## src/rtl/pps_pkg.sv

```systemverilog
package pps_pkg;

    typedef enum logic [2:0] {
        ST_OFF   = 3'd0,
        ST_PWRUP = 3'd1,
        ST_LINK  = 3'd2,
        ST_BLON  = 3'd3,
        ST_ON    = 3'd4,
        ST_BLOFF = 3'd5,
        ST_PWRDN = 3'd6,
        ST_CYCLE = 3'd7
    } seq_st_e;

    localparam int NDLY     = 5;
    localparam int IX_UP    = 0;
    localparam int IX_BLON  = 1;
    localparam int IX_BLOFF = 2;
    localparam int IX_PWRDN = 3;
    localparam int IX_CYCLE = 4;

endpackage

```

## src/rtl/pps_delay_pick.sv

```systemverilog
module pps_delay_pick #(
    parameter int W = 16,
    parameter int N = 5
) (
    input  logic [N*W-1:0] reg_dly,
    input  logic [N*W-1:0] tbl_dly,
    output logic [N*W-1:0] eff_dly
);

    for (genvar i = 0; i < N; i++) begin : g_pick
        logic [W-1:0] r_w, t_w;
        assign r_w = reg_dly[i*W +: W];
        assign t_w = tbl_dly[i*W +: W];
        // zero table word falls back to register word; otherwise larger wins
        assign eff_dly[i*W +: W] = (t_w == '0) ? r_w : ((t_w > r_w) ? t_w : r_w);
    end

endmodule

```

## src/rtl/pps_tick.sv

```systemverilog
module pps_tick #(
    parameter int DIV = 12500
) (
    input  logic clk,
    input  logic rst_n,
    input  logic clr,
    output logic tick
);

    localparam int PW = (DIV > 1) ? $clog2(DIV) : 1;
    localparam logic [PW-1:0] LAST = PW'(DIV - 1);

    logic [PW-1:0] pre_q;

    always_ff @(posedge clk) begin
        if (!rst_n || clr) begin
            pre_q <= '0;
        end else if (pre_q == LAST) begin
            pre_q <= '0;
        end else begin
            pre_q <= pre_q + 1'b1;
        end
    end

    assign tick = (pre_q == LAST);

endmodule

```

## src/rtl/pps_timer.sv

```systemverilog
module pps_timer #(
    parameter int W = 16
) (
    input  logic         clk,
    input  logic         rst_n,
    input  logic         start,
    input  logic [W-1:0] load,
    input  logic         tick,
    output logic         run,
    output logic         expired
);

    logic [W-1:0] rem_q;

    always_ff @(posedge clk) begin
        if (!rst_n) begin
            rem_q <= '0;
            run   <= 1'b0;
        end else if (start) begin
            rem_q <= load;
            run   <= 1'b1;
        end else if (run) begin
            if (rem_q == '0) begin
                run <= 1'b0;
            end else if (tick) begin
                rem_q <= rem_q - 1'b1;
            end
        end
    end

    assign expired = run && (rem_q == '0);

    // a running wait only counts down, never reloads without a start
    p_rem_steps_r11: assert property (@(posedge clk) disable iff (!rst_n)
        (run && !start) |=> (rem_q == $past(rem_q) || rem_q == $past(rem_q) - 1'b1));

    // once a wait finishes, the timer stays idle until a new start
    p_idle_hold_r10: assert property (@(posedge clk) disable iff (!rst_n)
        (!run && !start) |=> !run);

endmodule

```

## src/rtl/panel_pwr_seq.sv

```systemverilog
module panel_pwr_seq
    import pps_pkg::*;
#(
    parameter int TICK_DIV = 12500,
    parameter int DLY_W    = 16
) (
    input  logic                  clk,
    input  logic                  rst_n,
    input  logic                  pwr_req,
    input  logic                  link_ready,
    input  logic [NDLY*DLY_W-1:0] reg_dly,
    input  logic [NDLY*DLY_W-1:0] tbl_dly,
    output logic                  pnl_pwr_en,
    output logic                  vid_en,
    output logic                  bl_en,
    output logic                  aux_rdy,
    output logic                  busy,
    output logic [2:0]            seq_state
);

    seq_st_e st_q, st_d;

    logic [NDLY*DLY_W-1:0] eff_dly;
    logic [DLY_W-1:0]      load_val;
    logic                  tmr_start, tmr_exp, tmr_run, tick;
    logic                  is_wait_d;

    pps_delay_pick #(.W(DLY_W), .N(NDLY)) u_pick (
        .reg_dly (reg_dly),
        .tbl_dly (tbl_dly),
        .eff_dly (eff_dly)
    );

    pps_tick #(.DIV(TICK_DIV)) u_tick (
        .clk   (clk),
        .rst_n (rst_n),
        .clr   (tmr_start),
        .tick  (tick)
    );

    pps_timer #(.W(DLY_W)) u_tmr (
        .clk     (clk),
        .rst_n   (rst_n),
        .start   (tmr_start),
        .load    (load_val),
        .tick    (tick),
        .run     (tmr_run),
        .expired (tmr_exp)
    );

    // next-state logic
    always_comb begin
        st_d = st_q;
        unique case (st_q)
            ST_OFF:   if (pwr_req) st_d = ST_PWRUP;
            ST_PWRUP: if (!pwr_req) st_d = ST_PWRDN;
                      else if (tmr_exp) st_d = ST_LINK;
            ST_LINK:  if (!pwr_req) st_d = ST_PWRDN;
                      else if (link_ready) st_d = ST_BLON;
            ST_BLON:  if (!pwr_req) st_d = ST_BLOFF;
                      else if (tmr_exp) st_d = ST_ON;
            ST_ON:    if (!pwr_req) st_d = ST_BLOFF;
            ST_BLOFF: if (tmr_exp) st_d = ST_PWRDN;
            ST_PWRDN: if (tmr_exp) st_d = ST_CYCLE;
            ST_CYCLE: if (tmr_exp) st_d = pwr_req ? ST_PWRUP : ST_OFF;
        endcase
    end

    // delay selection for the wait being entered
    always_comb begin
        is_wait_d = 1'b1;
        load_val  = '0;
        unique case (st_d)
            ST_PWRUP: load_val = eff_dly[IX_UP*DLY_W +: DLY_W];
            ST_BLON:  load_val = eff_dly[IX_BLON*DLY_W +: DLY_W];
            ST_BLOFF: load_val = eff_dly[IX_BLOFF*DLY_W +: DLY_W];
            ST_PWRDN: load_val = eff_dly[IX_PWRDN*DLY_W +: DLY_W];
            ST_CYCLE: load_val = eff_dly[IX_CYCLE*DLY_W +: DLY_W];
            ST_OFF, ST_LINK, ST_ON: is_wait_d = 1'b0;
        endcase
    end

    assign tmr_start = (st_d != st_q) && is_wait_d;

    // state register (reset leaves the lockout already expired)
    always_ff @(posedge clk) begin
        if (!rst_n) begin
            st_q <= ST_OFF;
        end else begin
            st_q <= st_d;
        end
    end

    // registered outputs, aligned with the state register
    always_ff @(posedge clk) begin
        if (!rst_n) begin
            pnl_pwr_en <= 1'b0;
            vid_en     <= 1'b0;
            bl_en      <= 1'b0;
            aux_rdy    <= 1'b0;
        end else begin
            pnl_pwr_en <= (st_d != ST_OFF) && (st_d != ST_CYCLE);
            vid_en     <= (st_d == ST_BLON) || (st_d == ST_ON) || (st_d == ST_BLOFF);
            bl_en      <= (st_d == ST_ON);
            if (aux_rdy) begin
                aux_rdy <= (st_d != ST_OFF) && (st_d != ST_CYCLE);
            end else begin
                aux_rdy <= (st_q == ST_PWRUP) && (st_d == ST_LINK);
            end
        end
    end

    assign busy      = tmr_run;
    assign seq_state = st_q;

    // aux channel never flagged without panel supply
    p_aux_needs_pwr_r2: assert property (@(posedge clk) disable iff (!rst_n)
        aux_rdy |-> pnl_pwr_en);

    // aux flag cannot rise on the same edge as the supply
    p_aux_after_pwr_r2: assert property (@(posedge clk) disable iff (!rst_n)
        $rose(aux_rdy) |-> $past(pnl_pwr_en));

    // video only with aux ready
    p_vid_needs_aux_r3: assert property (@(posedge clk) disable iff (!rst_n)
        vid_en |-> aux_rdy);

    // backlight only over running video
    p_bl_needs_vid_r4: assert property (@(posedge clk) disable iff (!rst_n)
        bl_en |-> vid_en);

    // backlight already off before video drops
    p_bl_first_r5: assert property (@(posedge clk) disable iff (!rst_n)
        $fell(vid_en) |-> $past(!bl_en));

    // abort during power-up goes to the power-down wait with video off
    p_up_abort_r9: assert property (@(posedge clk) disable iff (!rst_n)
        (st_q == ST_PWRUP && !pwr_req) |=> (st_q == ST_PWRDN && !vid_en && !bl_en));

    // no timer running while fully on
    p_on_idle_r10: assert property (@(posedge clk) disable iff (!rst_n)
        (st_q == ST_ON) |-> !busy);

endmodule

```

## config.mk

```make
export PLATFORM = sky130hd
export DESIGN_NAME = panel_pwr_seq
export DESIGN_NICKNAME = d
export VERILOG_FILES = /design/src/rtl/pps_pkg.sv /design/src/rtl/pps_delay_pick.sv /design/src/rtl/pps_tick.sv /design/src/rtl/pps_timer.sv /design/src/rtl/panel_pwr_seq.sv
export SDC_FILE = /design/constraint.sdc
export NUM_CORES = 1
export LEC_CHECK = 0
export BUFFER_PORTS_ARGS = -buffer_cell sky130_fd_sc_hd__buf_2
export CAP_MARGIN = 20
export CORE_MARGIN = 3
export CORE_UTILIZATION = 55
export CTS_CLUSTER_DIAMETER = 80
export DETAILED_ROUTE_END_ITERATION = 8
export HOLD_SLACK_MARGIN = 0.05
export PLACE_DENSITY = 0.82
export SLEW_MARGIN = 20
export SYNTH_ARGS = -nofsm -noshare
export SYNTH_HDL_FRONTEND = slang
export SYNTH_SLANG_ARGS = --single-unit
```

## constraint.sdc

```tcl
create_clock -name clk -period 6 [get_ports clk]
set_clock_uncertainty 0.15 [all_clocks]
set_input_delay 0.3 -clock clk [delete_from_list [all_inputs] [get_ports clk]]
set_output_delay 0.3 -clock clk [all_outputs]
set_load 0.05 [all_outputs]
```

==> results_dict.tcl, run 1 <==
set metrics [dict create \
    period_needed_ns 3.40 \
    synth_cells 693 \
    final-max-slew-violation-count 0 \
    fmax_mhz 294 \
    synthFlopType "dfxtp_1" \
    dieArea_um2 11200 \
    cp_max_fo 17 \
    tightest_slew_ns 0.977 \
    hold_depth 3 \
    antenna_found_initial 0 \
    ant_nets 0 \
    drc 0 \
    cp-start-kind "register" \
    grt_setup_unrepaired "false" \
    dpl.hpwl_um 14400 \
    setup_viol 0 \
    final_area_um2 6540 \
    drt_iter0_markers 342 \
    critPathArrivalTime_ns 3.43 \
    cts.clk_slew.worst_paths_ns 0.08 \
    period_share 0.567 \
    fp.dieH_um 106 \
    syn_area_per_cell_um2 7.89 \
    clock_latency_ns 0.30 \
    grt.total_usage 0.296 \
    fin_setup_tns_ns 0 \
    die_w_um 106 \
    multi_input_area_um2 4250 \
    cts_tree "built" \
    vias_per_cell 6.02 \
    synth_edf_count 0 \
    vias 5934 \
    finalNonFillerCells 985 \
    place_area_um2 6420 \
    drive_gt1_frac 0.290 \
    numPortBuffers 171 \
    grt_max_degree 24 \
    areaGrowthSynthToFinish_pct 19.6 \
    yosysSeqAreaShare 0.139 \
    critical_path_class "reg2reg" \
    end_kind "register" \
    place.gp.congestion 0.964 \
    dp_cells 977 \
    syn-cell-area_um2 5470 \
    htreeDepth 2 \
    numCtsBuffers 5 \
    ys_types 55 \
    wl_per_cell_um 17.1 \
    ys_ff_latch 38 \
    cts_resized 0 \
    r2r_cells 7 \
    seqCellArea_um2 761 \
    max-vdd-ir-drop_mv 0.115 \
    dp_slack_ns 2.45 \
    outcome "finished clean" \
    timing.max_slew.rel_slack 0.345 \
    grt_overflow_total 0 \
    yosysWarnings 0 \
    powerDensity_nw_per_um2 163 \
    final-hold-violation-count 0 \
    grt_pass1_wl_um 27700 \
    cts_hold_buf 0 \
    fill_cells 767 \
    routed_wl_um 16800 \
    utilization 0.691 \
    clkSinkCount 38 \
    io_pins 172 \
    placementRows 35 \
    firstDrtPassIters 5 \
    clockBufferDepth 2 \
    cts_root_buffer "clkbuf_8" \
    coreArea_um2 9460 \
    hp-class "in2reg" \
    p_leak_uw 0.00332 \
    syn_nets 940 \
    worst_slack_ns 2.60 \
    start_util 0.578 \
    async_reset_ff_frac 0 \
    required_ns 6.03 \
    antenna_cells_inserted 0 \
    maxCapViolCount 0 \
    final_nets 1102 \
    cts_setup_buffers 0 \
    grt_pass1_vias 6006 \
]
==> cells in the final DEF (no fill, tap or decap), types with 4 or more instances in the layout <==
cell type / synthesis / final
mux2_2: 48 / 48
xor2_1: 20 / 20
ha_1: 83 / 83
nor4_1: 24 / 24
nor2_1: 43 / 43
and3_1: 7 / 7
and2_1: 5 / 5
dfxtp_1: 38 / 38
clkbuf_8: 0 / 5
a21oi_1: 71 / 71
o22ai_1: 18 / 18
nor3_1: 9 / 9
or3_1: 4 / 4
nand3_1: 8 / 8
nand4_1: 16 / 16
o31ai_2: 3 / 4
o21a_1: 4 / 4
a211oi_1: 4 / 4
a21o_1: 6 / 6
inv_1: 94 / 94
nor2b_1: 6 / 6
or4_1: 4 / 4
and4_1: 10 / 10
mux2i_1: 32 / 32
o21ai_0: 31 / 31
buf_4: 5 / 6
a221oi_1: 15 / 15
o211ai_1: 5 / 5
buf_2: 6 / 171
nand2_1: 23 / 23
xnor2_1: 10 / 10
==> stage by stage <==
step / hold slack, ns / power [uW]
after floorplan: 0.276 / 662
after global placement: 0.292 / 820
after detailed placement: 0.300 / 836
after CTS: 0.274 / 1060
after global routing: 0.293 / 1130
final: 0.282 / 1060
==> cells in the mapped netlist, types with 9 or more instances <==
library cell	instances	area [um^2]
and4_1	10	87.6
ha_1	83	1040
xor2_1	20	175
dfxtp_1	38	761
o22ai_1	18	113
o21ai_0	31	155
clkbuf_1	9	33.8
nor4_1	24	150
mux2i_1	32	320
nor2_1	43	161
nor3_1	9	45.0
a21oi_1	71	355
inv_1	94	353
nand2_1	23	86.3
mux2_2	48	541
xnor2_1	10	87.6
a221oi_1	15	131
nand4_1	16	100
==> registers in the layout, summed over array words and instances (netlist names) <==
signal / cells
aux_rdy: 1
vid_en: 1
pnl_pwr_en: 1
u_tick.pre_q: 14
seq_state: 3
bl_en: 1
u_tmr.rem_q: 16
u_tmr.run: 1
==> critical path, cell delays in order (launching register included) <==
cell and delay (ns):
dfxtp_1 0.36, or4_1 0.72, nor4_4 0.61, nand2_2 0.17, nand3_1 0.50, o22ai_1 0.26, a221oi_1 0.40, a21oi_1 0.12
==> worst paths after layout <==
kind | from | end | slack, ns
max | u_tmr.rem_q[2]$_SDFFE_PN0P_ | u_tmr.rem_q[13]$_SDFFE_PN0P_ | 2.60
min | rst_n | u_tmr.rem_q[15]$_SDFFE_PN0P_ | 0.28
max reg2reg | u_tmr.rem_q[2]$_SDFFE_PN0P_ | u_tmr.rem_q[13]$_SDFFE_PN0P_ | 2.60
min reg2reg | u_tick.pre_q[0]$_SDFF_PP0_ | u_tick.pre_q[0]$_SDFF_PP0_ | 0.31
==> cell type report <==
class	instances	share of cell area
Inverter	94	0.0540
Sequential cell	38	0.116
Timing Repair Buffer	177	0.138
Multi-Input combinational cell	539	0.650
Clock buffer	5	0.0105
Tap cell	129	0.0247
Clock inverter	3	0.00689
==> per-layer routing <==
metal / part of all wire / global-route usage / up-vias / wire, um
met5: 0 / 0 / - / 0
met4: 0.036 / 0.113 / 0 / 603
met3: 0.068 / 0.0325 / 50 / 1140
met2: 0.47 / 0.511 / 253 / 7900
met1: 0.43 / 0.377 / 2745 / 7210
li1: - / - / 2886 / -
==> power breakdown <==
part	internal, uW	switching, uW
clock network	124	98.3
registers	279	30.7
logic	228	302
==> cells by family after synthesis <==
logic type / after synthesis / share of synthesized area
adder cells (fa/ha/maj): 83 / 0.190
flip-flops: 38 / 0.139
AND/OR/NAND/NOR: 170 / 0.174
multiplexers: 80 / 0.158
AO/OA/AOI/OAI: 176 / 0.205
XOR/XNOR: 30 / 0.0481
buffers and inverters: 116 / 0.0859
No activity file was read; power rests on OpenSTA's default activity.
==> run 2: changes to the inputs <==
- CORE_UTILIZATION: 55 -> 53
- PLACE_DENSITY: 0.82 -> 0.79
- clock period: 6 -> 3.51 ns (I/O delays scaled with it)
==> run 2 against run 1 <==
Against the previous run:
- non-clock buffer count grew 4
- first-iteration DRC count up 26%
- wire length increased by 0.62%
- largest power group unchanged
- count of clock-buffer cells in the layout up 1
- largest cell class unchanged
- global-route usage is 0.30 points lower
- critical endpoint is now u_tmr.rem_q[12]$_SDFFE_PN0P_
- critical path type unchanged
- via count rose by 0.54%
- worst hold slack lost 0.11 ns
- final cell count is 0.81% higher
- die area grew 3.6%
==> results_dict.tcl, run 2 (synthesis results as in run 1) <==
set metrics [dict create \
    cp_max_fo 17 \
    cts_root_buffer "clkbuf_8" \
    period_needed_ns 3.26 \
    end_kind "register" \
    largest_reg_flops 16 \
    grt_pass1_wl_um 27700 \
    numCtsBuffers 5 \
    routed_wl_um 17000 \
    vias 5966 \
    final-max-slew-violation-count 0 \
    period_share 0.928 \
    grt_overflow_total 0 \
    clockBufferDepth 2 \
    drive_gt1_frac 0.292 \
    maxCapViolCount 0 \
    drt_iter0_markers 432 \
    worst_slack_ns 0.251 \
    place.gp.congestion 0.960 \
    holdPathEnd "u_tmr.run$_SDFF_PN0_" \
    top_usage_layer "met2" \
    cts_setup_buffers 0 \
    fp.dieH_um 108 \
    tightest_slew_ns 0.753 \
    cts_tree "built" \
    htreeDepth 2 \
    grt.met2_usage 0.509 \
    r2r_start "u_tmr.rem_q[2]$_SDFFE_PN0P_" \
    drc 0 \
    clkSinkCount 38 \
    coreArea_um2 9910 \
    layout_commonest_cell "buf_2" \
    wl_per_cell_um 17.1 \
    reg2reg_to "u_tmr.rem_q[12]$_SDFFE_PN0P_" \
    start_util 0.552 \
    grt.total_usage 0.293 \
    place_area_um2 6460 \
    placementRows 36 \
    dp_slack_ns 0.339 \
    clock_latency_ns 0.29 \
    cts_hold_buf 0 \
    required_ns 3.53 \
    rrSetupSlack_ns 0.25 \
    powerDensity_nw_per_um2 278 \
    hp-class "in2reg" \
    ant_nets 0 \
    grt_use_met1 0.365 \
    numPortBuffers 171 \
    utilization 0.663 \
    top_register "u_tmr.rem_q" \
    setup_viol 0 \
    dieArea_um2 11600 \
    p_leak_uw 0.00335 \
    hold_depth 2 \
    critPathArrivalTime_ns 3.28 \
    dpl.hpwl_um 14500 \
    die_w_um 108 \
    r2r_cells 7 \
    cts_resized 0 \
    fmax_mhz 307 \
    grt_max_degree 24 \
    areaGrowthSynthToFinish_pct 20.3 \
    vias_per_cell 6.01 \
    final-hold-violation-count 0 \
    final_area_um2 6570 \
    grtUsageMet3 0.0474 \
    fin_setup_tns_ns 0 \
    io_pins 172 \
    timing.max_slew.rel_slack 0.494 \
    layout_common_cells "buf_2 (171), inv_1 (94), ha_1 (83), a21oi_1 (71), mux2_2 (48)" \
    hold_slack_ns 0.176 \
    firstDrtPassIters 5 \
    antenna_found_initial 1 \
    critical_path_class "reg2reg" \
    hp-start "rst_n" \
    cp-start-kind "register" \
    cts.clk_slew.worst_paths_ns 0.07 \
    outcome "finished clean" \
    grt_setup_unrepaired "false" \
    grt_pass1_vias 5900 \
    max-vdd-ir-drop_mv 0.305 \
    final_nets 1106 \
]
-- run 2: changes by cell type in the layout (fill, tap and decap cells not counted) --
cell        previous run  this run
buf_4                  6        10
clkbuf_8               5         6
clkinvlp_4             2         0
diode_2                0         1
-- run 2: how the worst max path moves through the flow --
stage | slack (ns) | start | endpoint | cells past startpoint
final | 0.25 | u_tmr.rem_q[2]$_SDFFE_PN0P_ | u_tmr.rem_q[12]$_SDFFE_PN0P_ | 7
after global routing | 0.04 | u_tmr.rem_q[2]$_SDFFE_PN0P_ | u_tmr.rem_q[7]$_SDFFE_PN0P_ | 8
after CTS | 0.31 | u_tmr.rem_q[2]$_SDFFE_PN0P_ | u_tmr.rem_q[12]$_SDFFE_PN0P_ | 7
after detailed placement | 0.34 | u_tmr.rem_q[2]$_SDFFE_PN0P_ | u_tmr.rem_q[12]$_SDFFE_PN0P_ | 7
after global placement | 0.39 | u_tmr.rem_q[2]$_SDFFE_PN0P_ | u_tmr.rem_q[13]$_SDFFE_PN0P_ | 7
after floorplan | 0.54 | reg_dly[57] | u_tmr.rem_q[11]$_SDFFE_PN0P_ | 11
-- run 2: power breakdown --
group / internal [uW] / switching (uW) / total (uW) / leakage [uW]
combinational: 400 / 518 / 918 / 0.00298
sequential: 478 / 51.3 / 529 / 0.000311
clock: 227 / 152 / 379 / 0.0000573
-- run 2: final cells by class --
class / count / area, um^2
flip-flops and latches: 38 / 761
fillers: 861 / 3340
multi-input cells: 539 / 4250
repair buffers: 181 / 931
diodes: 1 / 2.50
well taps: 133 / 166
inverters: 94 / 353
clock buffers: 6 / 82.6
clock inverters: 1 / 30.0
-- run 2: per-layer routing --
metal | vias up | part of all wire
met5 | - | 0
met4 | 0 | 0.032
met3 | 49 | 0.077
met2 | 266 | 0.47
met1 | 2765 | 0.42
li1 | 2886 | -
-- run 2: critical path, cell delays in order, from the launching register on --
cell and delay (ns):
dfxtp_1 0.35, or4_1 0.72, nor4_4 0.58, nand2_2 0.16
nand3_1 0.47, o22ai_1 0.19, a221oi_1 0.39, a21oi_1 0.13
-- run 2: through the flow --
stage,cells,power (uW)
global placement,985,1410
detailed placement,985,1440
CTS,992,1820
finish,993,1830
floorplan,693,1130
global route,993,1960
